===== config.mk =====
export PLATFORM = sky130hd
export DESIGN_NAME = wave_timer_chan
export DESIGN_NICKNAME = d
export VERILOG_FILES = /design/src/rtl/wtc_pkg.sv /design/src/rtl/wtc_regs.sv /design/src/rtl/wtc_prescale.sv /design/src/rtl/wtc_counter.sv /design/src/rtl/wtc_outstage.sv /design/src/rtl/wave_timer_chan.sv
export SDC_FILE = /design/constraint.sdc
export NUM_CORES = 1
export LEC_CHECK = 0
export ABC_AREA = 0
export ABC_CLOCK_PERIOD_IN_PS = 2330
export BUFFER_PORTS_ARGS = -buffer_cell sky130_fd_sc_hd__buf_2
export CORE_MARGIN = 1
export CORE_UTILIZATION = 50
export CTS_BUF_LIST = sky130_fd_sc_hd__clkbuf_8
export CTS_CLUSTER_DIAMETER = 100
export DETAILED_ROUTE_END_ITERATION = 10
export PLACE_DENSITY_LB_ADDON = 0.1
export SYNTH_ARGS = -nofsm -noshare
export SYNTH_HDL_FRONTEND = slang
export SYNTH_SLANG_ARGS = --single-unit

===== constraint.sdc =====
create_clock -name clk -period 2.33 [get_ports clk]
set_clock_uncertainty 0.05 [all_clocks]
set_input_delay 0.699 -clock clk [delete_from_list [all_inputs] [get_ports clk]]
set_output_delay 0.699 -clock clk [all_outputs]
set_load 0.02 [all_outputs]

===== src/rtl/wtc_pkg.sv =====
// Package: shared types and constants for the waveform timer channel.
// Assumes the data word is at least MODE_W bits wide.
package wtc_pkg;

    typedef enum logic [1:0] {
        ACT_NONE = 2'b00,
        ACT_SET  = 2'b01,
        ACT_CLR  = 2'b10,
        ACT_RSVD = 2'b11
    } act_e;

    // Mode word, LSB first: csel, A compare, A period, A trigger, B compare, B period, B trigger
    typedef struct packed {
        act_e       b_sw;
        act_e       b_rc;
        act_e       b_cmp;
        act_e       a_sw;
        act_e       a_rc;
        act_e       a_cmp;
        logic [2:0] csel;
    } mode_t;

    localparam int MODE_W = $bits(mode_t);

    localparam logic [2:0] ADR_MODE = 3'd0;
    localparam logic [2:0] ADR_CMPA = 3'd1;
    localparam logic [2:0] ADR_CMPB = 3'd2;
    localparam logic [2:0] ADR_PER  = 3'd3;
    localparam logic [2:0] ADR_CTL  = 3'd4;

    localparam int CTL_EN  = 0;
    localparam int CTL_DIS = 1;
    localparam int CTL_SW  = 2;

    localparam logic [2:0] CSEL_SLOW = 3'd4;

    // True when the code requests a level change
    function automatic logic act_live(act_e a);
        return (a == ACT_SET) || (a == ACT_CLR);
    endfunction

endpackage


===== src/rtl/wtc_regs.sv =====
// Register file: holds the mode word, compares and clock-run state.
// Decodes control writes into a restart strobe and a registered trigger pulse.
// Assumes CW >= MODE_W.
module wtc_regs #(
    parameter int CW = 16
) (
    input  logic                 clk,
    input  logic                 rst_n,
    input  logic                 wr_en,
    input  logic [2:0]           wr_addr,
    input  logic [CW-1:0]        wr_data,
    output wtc_pkg::mode_t       mode,
    output logic [CW-1:0]        cmp_a,
    output logic [CW-1:0]        cmp_b,
    output logic [CW-1:0]        per,
    output logic                 clk_on,
    output logic                 restart,
    output logic                 sw_pend
);
    import wtc_pkg::*;

    logic ctl_wr;

    // Decode a control-word write
    assign ctl_wr  = wr_en && (wr_addr == ADR_CTL);
    // A trigger restarts prescaler and counter at the write edge
    assign restart = ctl_wr && wr_data[CTL_SW];

    // Capture configuration registers
    always_ff @(posedge clk) begin
        if (!rst_n) begin
            mode  <= '0;
            cmp_a <= '0;
            cmp_b <= '0;
            per   <= '0;
        end else if (wr_en) begin
            case (wr_addr)
                ADR_MODE: mode  <= mode_t'(wr_data[MODE_W-1:0]);
                ADR_CMPA: cmp_a <= wr_data;
                ADR_CMPB: cmp_b <= wr_data;
                ADR_PER:  per   <= wr_data;
                default:  ;
            endcase
        end
    end

    // Run state: stop has priority over start
    always_ff @(posedge clk) begin
        if (!rst_n)
            clk_on <= 1'b0;
        else if (ctl_wr && wr_data[CTL_DIS])
            clk_on <= 1'b0;
        else if (ctl_wr && wr_data[CTL_EN])
            clk_on <= 1'b1;
    end

    // Trigger pulse reaches the outputs one edge after the write
    always_ff @(posedge clk) begin
        if (!rst_n) sw_pend <= 1'b0;
        else        sw_pend <= restart;
    end


    ctl_dis_wins_chk: assert property (@(posedge clk) disable iff (!rst_n)
        (ctl_wr && wr_data[CTL_DIS]) |=> !clk_on);


    sw_pulse_chk: assert property (@(posedge clk) disable iff (!rst_n)
        sw_pend |-> $past(wr_en && (wr_addr == ADR_CTL) && wr_data[CTL_SW]));

endmodule


===== src/rtl/wtc_prescale.sv =====
// Prescaler: produces the count-enable tick from the input clock
// (divide by 2/8/32/128) or from the slow tick input.
// Assumes slow_tick is already synchronous to clk.
module wtc_prescale #(
    parameter int PW = 7
) (
    input  logic       clk,
    input  logic       rst_n,
    input  logic       clk_on,
    input  logic       restart,
    input  logic [2:0] csel,
    input  logic       slow_tick,
    output logic       tick
);
    import wtc_pkg::*;

    logic [PW-1:0] pcnt;
    logic [PW-1:0] last;
    logic          fast;

    // Terminal value of the divider for each fast selection
    always_comb begin
        fast = 1'b1;
        case (csel)
            3'd0:    last = PW'(1);
            3'd1:    last = PW'(7);
            3'd2:    last = PW'(31);
            3'd3:    last = PW'(127);
            default: begin last = '0; fast = 1'b0; end
        endcase
    end

    // Tick selection; a restart suppresses a coincident tick
    always_comb begin
        if (!clk_on || restart)
            tick = 1'b0;
        else if (fast)
            tick = (pcnt == last);
        else
            tick = (csel == CSEL_SLOW) && slow_tick;
    end

    // Divider phase counter
    always_ff @(posedge clk) begin
        if (!rst_n)
            pcnt <= '0;
        else if (restart || !clk_on || !fast || (pcnt == last))
            pcnt <= '0;
        else
            pcnt <= pcnt + PW'(1);
    end


    tick_off_chk: assert property (@(posedge clk) disable iff (!rst_n)
        !clk_on |-> !tick);


    slow_gate_chk: assert property (@(posedge clk) disable iff (!rst_n)
        (tick && (csel == CSEL_SLOW)) |-> slow_tick);

endmodule


===== src/rtl/wtc_counter.sv =====
// Up-counter with automatic restart on the period compare and
// registered match flags for both duty compares and the period.
// Assumes compares are stable while the clock runs.
module wtc_counter #(
    parameter int CW = 16
) (
    input  logic          clk,
    input  logic          rst_n,
    input  logic          tick,
    input  logic          restart,
    input  logic [CW-1:0] cmp_a,
    input  logic [CW-1:0] cmp_b,
    input  logic [CW-1:0] per,
    output logic [1:0]    hit_cmp,
    output logic          hit_per
);
    logic [CW-1:0] cnt;

    // Count, returning to zero on the period value or a restart
    always_ff @(posedge clk) begin
        if (!rst_n)
            cnt <= '0;
        else if (restart)
            cnt <= '0;
        else if (tick)
            cnt <= (cnt == per) ? '0 : cnt + CW'(1);
    end

    // Register compare results seen on a tick
    always_ff @(posedge clk) begin
        if (!rst_n) begin
            hit_cmp <= '0;
            hit_per <= 1'b0;
        end else begin
            hit_cmp <= {tick && (cnt == cmp_b), tick && (cnt == cmp_a)};
            hit_per <= tick && (cnt == per);
        end
    end


    wrap_chk: assert property (@(posedge clk) disable iff (!rst_n)
        (tick && (cnt == per)) |=> (cnt == '0));


    hit_after_tick_chk: assert property (@(posedge clk) disable iff (!rst_n)
        (hit_per || (hit_cmp != 2'b00)) |-> $past(tick));

endmodule


===== src/rtl/wtc_outstage.sv =====
// Output flip-flop: applies trigger, period and compare actions with
// priority trigger > period > compare; codes without a level are skipped.
module wtc_outstage (
    input  logic          clk,
    input  logic          rst_n,
    input  logic          sw_pend,
    input  logic          hit_per,
    input  logic          hit_cmp,
    input  wtc_pkg::act_e act_sw,
    input  wtc_pkg::act_e act_per,
    input  wtc_pkg::act_e act_cmp,
    output logic          q
);
    import wtc_pkg::*;

    logic nxt;

    // Later assignments override earlier ones, giving the priority order
    always_comb begin
        nxt = q;
        if (hit_cmp && act_live(act_cmp)) nxt = (act_cmp == ACT_SET);
        if (hit_per && act_live(act_per)) nxt = (act_per == ACT_SET);
        if (sw_pend && act_live(act_sw))  nxt = (act_sw  == ACT_SET);
    end

    // Output register
    always_ff @(posedge clk) begin
        if (!rst_n) q <= 1'b0;
        else        q <= nxt;
    end


    sw_set_chk: assert property (@(posedge clk) disable iff (!rst_n)
        (sw_pend && (act_sw == ACT_SET)) |=> q);


    sw_clr_chk: assert property (@(posedge clk) disable iff (!rst_n)
        (sw_pend && (act_sw == ACT_CLR)) |=> !q);


    per_over_cmp_chk: assert property (@(posedge clk) disable iff (!rst_n)
        (!sw_pend && hit_per && (act_per == ACT_CLR)) |=> !q);


    hold_chk: assert property (@(posedge clk) disable iff (!rst_n)
        (!sw_pend && !hit_per && !hit_cmp) |=> $stable(q));

endmodule


===== src/rtl/wave_timer_chan.sv =====
// Top: one waveform timer channel with two outputs sharing a period.
// Wires the register file, prescaler, counter and two output stages.
// Assumes CW is 16 or 32.
module wave_timer_chan #(
    parameter int CW = 16
) (
    input  logic          clk,
    input  logic          rst_n,
    input  logic          slow_tick,
    input  logic          wr_en,
    input  logic [2:0]    wr_addr,
    input  logic [CW-1:0] wr_data,
    output logic          out_a,
    output logic          out_b
);
    import wtc_pkg::*;

    localparam int NOUT = 2;
    localparam int PW   = 7;

    mode_t         mode;
    logic [CW-1:0] cmp_a, cmp_b, per;
    logic          clk_on, restart, sw_pend, tick, hit_per;
    logic [1:0]    hit_cmp;
    act_e          act_sw  [NOUT];
    act_e          act_per [NOUT];
    act_e          act_cmp [NOUT];
    logic [NOUT-1:0] q;

    wtc_regs #(.CW(CW)) u_regs (
        .clk(clk), .rst_n(rst_n), .wr_en(wr_en), .wr_addr(wr_addr),
        .wr_data(wr_data), .mode(mode), .cmp_a(cmp_a), .cmp_b(cmp_b),
        .per(per), .clk_on(clk_on), .restart(restart), .sw_pend(sw_pend)
    );

    wtc_prescale #(.PW(PW)) u_pre (
        .clk(clk), .rst_n(rst_n), .clk_on(clk_on), .restart(restart),
        .csel(mode.csel), .slow_tick(slow_tick), .tick(tick)
    );

    wtc_counter #(.CW(CW)) u_cnt (
        .clk(clk), .rst_n(rst_n), .tick(tick), .restart(restart),
        .cmp_a(cmp_a), .cmp_b(cmp_b), .per(per),
        .hit_cmp(hit_cmp), .hit_per(hit_per)
    );

    // Route each output's action fields
    assign act_sw[0]  = mode.a_sw;
    assign act_per[0] = mode.a_rc;
    assign act_cmp[0] = mode.a_cmp;
    assign act_sw[1]  = mode.b_sw;
    assign act_per[1] = mode.b_rc;
    assign act_cmp[1] = mode.b_cmp;

    for (genvar i = 0; i < NOUT; i++) begin : g_out
        wtc_outstage u_out (
            .clk(clk), .rst_n(rst_n), .sw_pend(sw_pend), .hit_per(hit_per),
            .hit_cmp(hit_cmp[i]), .act_sw(act_sw[i]), .act_per(act_per[i]),
            .act_cmp(act_cmp[i]), .q(q[i])
        );
    end

    assign out_a = q[0];
    assign out_b = q[1];

endmodule


# Word level (Yosys, flattened, before mapping)
# Cells that the tools add are included.
[classes]
addsub = 2
n_eq_ne = 24
muxes = 11
bitwise_logic = 1
n_reduce_logical = 37
[ops]
columns = ["cell", "n"]
rows = [
  ["equality test 16 bit", 3],
  ["case mux 7 bit (4 select lines)", 1],
  ["adder 16 x 1 -> 16 bit, second input constant", 1],
  ["two-way mux 16 bit", 1],
  ["logical AND 1 bit", 14],
  ["equality test 2 x 1 -> 1 bit, second input constant", 6],
  ["equality test 2 bit, second input constant", 6],
  ["equality test 3 x 2 -> 1 bit, second input constant", 4],
  ["logical OR 1 bit", 9],
  ["two-way mux 1 bit", 9],
  ["AND reduction 2 bit", 4],
  ["adder 7 x 1 -> 7 bit, second input constant", 1],
  ["equality test 7 bit", 1],
  ["equality test 3 x 1 -> 1 bit, second input constant", 2],
  ["equality test 3 bit, second input constant", 2],
  ["logical NOT 3 bit", 2],
  ["nonzero test 3 bit", 2],
  ["OR reduction 2 bit", 3],
  ["OR reduction 4 bit", 1],
  ["logical NOT 1 bit", 2],
  ["NOT 1 bit", 1],
]
[word_totals]
regBits = 93
output_inout_bits = 2

# Depth between registers and ports, before layout
[depth]
word_depth = 7
depth_mapped = 8

# Cells and area by module
# From an unflattened synthesis, not the netlist that was laid out.
[hier_totals]
hier_cells = 516
hier_area_um2 = 4519.3
[modules_own_cells]
columns = ["module", "n_inst", "cells_per_inst", "area_each_um2", "seq_area_each_um2"]
rows = [
  ["wtc_regs", 1, 272, 2283.4, 1301.2],
  ["wtc_counter", 1, 173, 1595.3, 380.4],
  ["wtc_prescale", 1, 41, 392.9, 140.1],
  ["wtc_outstage", 2, 15, 123.9, 20.0],
]

# Worst setup path before layout
# No wires, ideal clock.
[synth_timing]
path_type = "input to register"
startpoint = "in wr_addr[1]"
endpoint = "reg u_cnt.cnt[2]"
t_arrival_ps = 1940
setup_slack_ps = 222
path_stages = 7
path_buffers = 2
path_cell_list = "buf_2 and4bb_2 nand2_1 nand2_1 buf_1 nor3b_1 a32o_1"
[synth_via]
elab_chain_cells = 5
[synth_lines]
columns = ["element", "line", "source"]
rows = [
  ["from (decl)", "wave_timer_chan.sv:11", "input logic [2:0] wr_addr,"],
  ["equality test 3 bit (*)", "wtc_regs.sv:25", "assign ctl_wr = wr_en && (wr_addr == ADR_CTL);"],
  ["logical AND 1 bit (*)", "wtc_regs.sv:25", ""],
  ["logical AND 1 bit (*)", "wtc_regs.sv:27", "assign restart = ctl_wr && wr_data[CTL_SW];"],
  ["logical OR 1 bit", "wtc_prescale.sv:35", "if (!clk_on || restart)"],
  ["two-way mux 1 bit", "wtc_prescale.sv:35", ""],
  ["to (signal assigned)", "wtc_counter.sv:26", "cnt <= (cnt == per) ? '0 : cnt + CW'(1);"],
  ["to (decl)", "wtc_counter.sv:17", "logic [CW-1:0] cnt;"],
]
# Every way passes the cells marked *; elsewhere a longest branch is shown, timed or not.
# A chain may end at the register's enable or synchronous reset.

# Final worst setup path
[layout_timing]
startpoint = "reg u_cnt.cnt[1]"
endpoint = "reg u_cnt.cnt[10]"
[layout_via]
elab_chain_cells = 2
[layout_lines]
columns = ["element", "line"]
rows = [
  ["adder 16 x 1 -> 16 bit / equality test 16 bit (equally long branches)", "wtc_counter.sv:26"],
  ["two-way mux 16 bit (*)", "wtc_counter.sv:26"],
]
# Marks and branches as above.

==> run_results.csv <==
group,metric,value,unit
run_status,status,"completed",
logic_synthesis,synth-seq-cells,93,
power,switching_share,23.7,%
global_routing,grt-ovfl-total,0,
sta,tns,0,ns
floorplan,ios,25,
sta,period_share,86.6,%
sta,max_freq,496,MHz
detailed_routing,drc,0,
clock_tree,cts_hold_buffers,0,
logic_synthesis,postSynthCellCount,554,
worst_setup_path,critPathRequiredTime,2.55,ns
hold_path,hold_class,"reg -> reg",
clock_tree,cts_tree,"built",
global_routing,track_usage,26.5,%
global_routing,grt_pass1_vias,3658,
hold_path,min_path_cells,2,
finish,fin_util,56.4,%
power,seq_power_share,50.7,%
clock_tree,h-tree-depth,3,
floorplan,die_w,99.2,um
placed_design,portBuffers,24,
worst_setup_path,crit_path_start,"u_cnt.cnt[1]$_SDFFE_PP0P_",
worst_setup_path,crit_arrival,2.23,ns
sta,tightest_slew,0.599,ns
sta,finalSetupViolations,0,
logic_synthesis,yosys_warnings,0,
worst_setup_path,r2r_setup_slack,0.31,ns
clock_tree,clkSinkCount,93,
worst_setup_path,cp-start-kind,"flip-flop",
power,switching_power,0.000763,W
floorplan,initial_core_util,51.4,%
detailed_routing,drt-pass1-iter-count,6,
detailed_routing,drt_iter0_markers,174,
logic_synthesis,syn_nets,585,
worst_setup_path,r2r_start,"u_cnt.cnt[1]$_SDFFE_PP0P_",
power,p_int,0.00245,W
detailed_routing,vias_per_cell,5.70,
clock_tree,post_cts.repair.setup_buffers,0,
logic_synthesis,synth_top_area_share,39.4,%
clock_tree,cts_resized,0,
clock_tree,clk_pin_slew,0.09,ns
sta,relSlewSlack,60.1,%
clock_tree,clock_path_buffers,2,
worst_setup_path,r2r-end,"u_cnt.cnt[10]$_SDFFE_PP0P_",
floorplan,core_area,0.00920,sq mm
worst_setup_path,crit_end,"u_cnt.cnt[10]$_SDFFE_PP0P_",
sta,hold_viol_final,0,
global_routing,antenna_found_initial,0,
finish,diodes,0,
logic_synthesis,yosysUniqueCellTypes,48,
finish,syn2layout_area_growth,9.74,%
worst_setup_path,r2r_cells,6,
detailed_routing,via_count,3919,
finish,n_fill_cell,886,
sta,rsz0062_at_grt,"no",
clock_tree,numCtsBuffers,9,
detailed_routing,antenna_left,0,
flow_run,cap_violations,0,
global_routing,grt_max_degree,71,
power,vdd_drop_max,0.322,mV
sta,drv_slew,0,
power,p_clk_share,42.1,%
floorplan,die_area,0.00985,sq mm
global_routing,grt_pass1_wl,19800,um
logic_synthesis,synthTopCellsByArea,"dfxtp_1, nand2_1, a21boi_0, xnor2_1, xor2_1",
finish,nets,602,
worst_setup_path,critPathMaxFanout,7,
floorplan,rows,35,
placed_design,place.gp.congestion,0.912,
clock_tree,worstSkewPairLatency,0.37,ns
placed_design,dpl.hpwl,8760,um
finish,drive_above_1_share,13.9,%
floorplan,fp.dieH,99.2,um
power,total_leakage_power,1.88,nW
logic_synthesis,syn_area,0.00473,sq mm
detailed_routing,wl_per_cell,17.8,um
detailed_routing,drt_wl_total,12200,um
power,power.density,620,mW/mm^2
logic_synthesis,ys_seq_area_share,39.4,%
worst_setup_path,critical_path_class,"reg -> reg",
power,comb_power_share,7.3,%
clock_tree,clockRootBuffer,"clkbuf_8",
sta,period_needed,2.02,ns
logic_synthesis,avgSynthCellArea,8.53,sq um
logic_synthesis,synth.largest_area_cell,"dfxtp_1",
worst_setup_path,end_kind,"flip-flop",
-- registers in the layout, indices dropped and copies added (netlist names) --
signal	flops
u_cnt.hit_cmp	2
u_regs.sw_pend	1
g_out.u_out.q	2
u_pre.pcnt	7
u_regs.cmp_a	16
u_cnt.cnt	16
u_cnt.hit_per	1
u_regs.clk_on	1
u_regs.per	16
u_regs.cmp_b	16
u_regs.mode	15
-- layout by cell type, fill, tap and decap left out, types with 2 or more instances in the layout --
cell / n
mux2i_1: 2
buf_2: 24
a32o_1: 11
nor3_1: 5
buf_4: 25
inv_1: 11
nor2b_1: 7
nor2_1: 22
clkbuf_8: 10
and2_1: 3
nand2_1: 140
nand3_1: 8
a21oi_1: 4
inv_6: 2
a21boi_1: 5
a21boi_0: 58
nor4_2: 5
xnor2_1: 35
dfxtp_1: 93
nand2b_1: 2
and3_1: 9
and4_1: 4
nor3b_1: 4
bufinv_16: 3
xor2_1: 18
nor4_1: 6
o32ai_1: 2
a211oi_1: 5
o211ai_1: 13
nand4_1: 14
ha_1: 8
-- layout make-up --
class | count | area [sq um] | area share, %
clock buffer | 10 | 138 | 2.65
inverter | 11 | 41.3 | 0.796
clock inverter | 6 | 116 | 2.24
timing repair buffer | 50 | 328 | 6.32
multi-input combinational | 406 | 2560 | 49.4
sequential | 93 | 1860 | 35.9
tap | 111 | 139 | 2.68
-- synthesized netlist by cell type, drive strengths merged --
library cell  number
inv               11
o32ai              2
a21o               1
o31ai              1
a32o              11
ha                 8
nor3               6
dfxtp             93
o21ai              1
nor4              11
a22oi              1
and2               3
xor2              18
a41oi              1
nand3              8
buf               21
and3b              1
and4bb             1
nand3b             1
o221ai             1
a22o               1
or2                1
mux2i              2
nor3b              4
o211ai            13
a21boi            64
a211oi             5
nand4             14
nand2            140
nor2              22
and4               5
o211a              1
xnor2             35
and3              10
clkbuf            23
nor2b              7
a21oi              4
nand2b             2
-- power groups by stage --
stage / registers [W] / clock network, W / logic, W
after global placement: 0.00166 / 0 / 0.000231
after detailed placement: 0.00167 / 0 / 0.000232
final: 0.00163 / 0.00135 / 0.000234
after floorplan: 0.00166 / 0 / 0.000154
after CTS: 0.00163 / 0.00137 / 0.000232
after global routing: 0.00163 / 0.00144 / 0.000256
-- worst min-delay path by stage --
| stage | end | startpoint | slack (ns) |
|---|---|---|---|
| 2_1_floorplan | u_pre.pcnt[0]$_SDFF_PP0_ | u_pre.pcnt[0]$_SDFF_PP0_ | 0.39 |
| 3_3_place_gp | u_regs.mode[8]$_SDFFE_PN0P_ | u_regs.mode[8]$_SDFFE_PN0P_ | 0.41 |
| 3_5_place_dp | u_regs.per[12]$_SDFFE_PN0P_ | u_regs.per[12]$_SDFFE_PN0P_ | 0.41 |
| 4_1_cts | u_regs.per[12]$_SDFFE_PN0P_ | u_regs.per[12]$_SDFFE_PN0P_ | 0.42 |
| 5_1_grt | u_regs.per[12]$_SDFFE_PN0P_ | u_regs.per[12]$_SDFFE_PN0P_ | 0.44 |
| 6_report | u_regs.mode[14]$_SDFFE_PN0P_ | u_regs.mode[14]$_SDFFE_PN0P_ | 0.42 |
-- per-stage QoR --
stage	total power, W	setup WS, ns	hold WS, ns	instance area [sq um]	instances
4_1_cts	0.00323	0.358	0.421	5190	687
5_1_grt	0.00332	0.183	0.438	5190	687
3_3_place_gp	0.00190	0.158	0.405	4930	671
3_5_place_dp	0.00190	0.128	0.409	4930	671
2_1_floorplan	0.00182	0.222	0.386	4730	554
6_report	0.00321	0.312	0.416	5190	687
-- worst max-delay path, stage by stage, from the launching register on --
cell and delay, ns:
dfxtp_1 0.54, ha_1 0.28, and3_1 0.23, and2_1 0.22, and4_1 0.24, o211ai_1 0.09, a32o_1 0.28
-- routing by layer --
layer | part of all wire (%) | wire length (um) | global-route usage, %
met5 | 0 | 0 | 0
met4 | 2.4 | 295 | 10.3
met3 | 5.1 | 627 | 4.29
met2 | 45 | 5530 | 41.3
met1 | 47 | 5760 | 36.7
-- kinds of logic after synthesis --
| kind of cell | share of synthesized area, % |
|---|---|
| AOI/OAI and AO/OA | 18.0 |
| xor gates and xnor gates | 9.82 |
| adders and majority gates | 2.12 |
| buffers and inverters | 6.38 |
| DFF | 39.4 |
| muxes | 0.424 |
| and+or+nand+nor | 23.8 |
No activity file was read; power rests on OpenSTA's default activity.
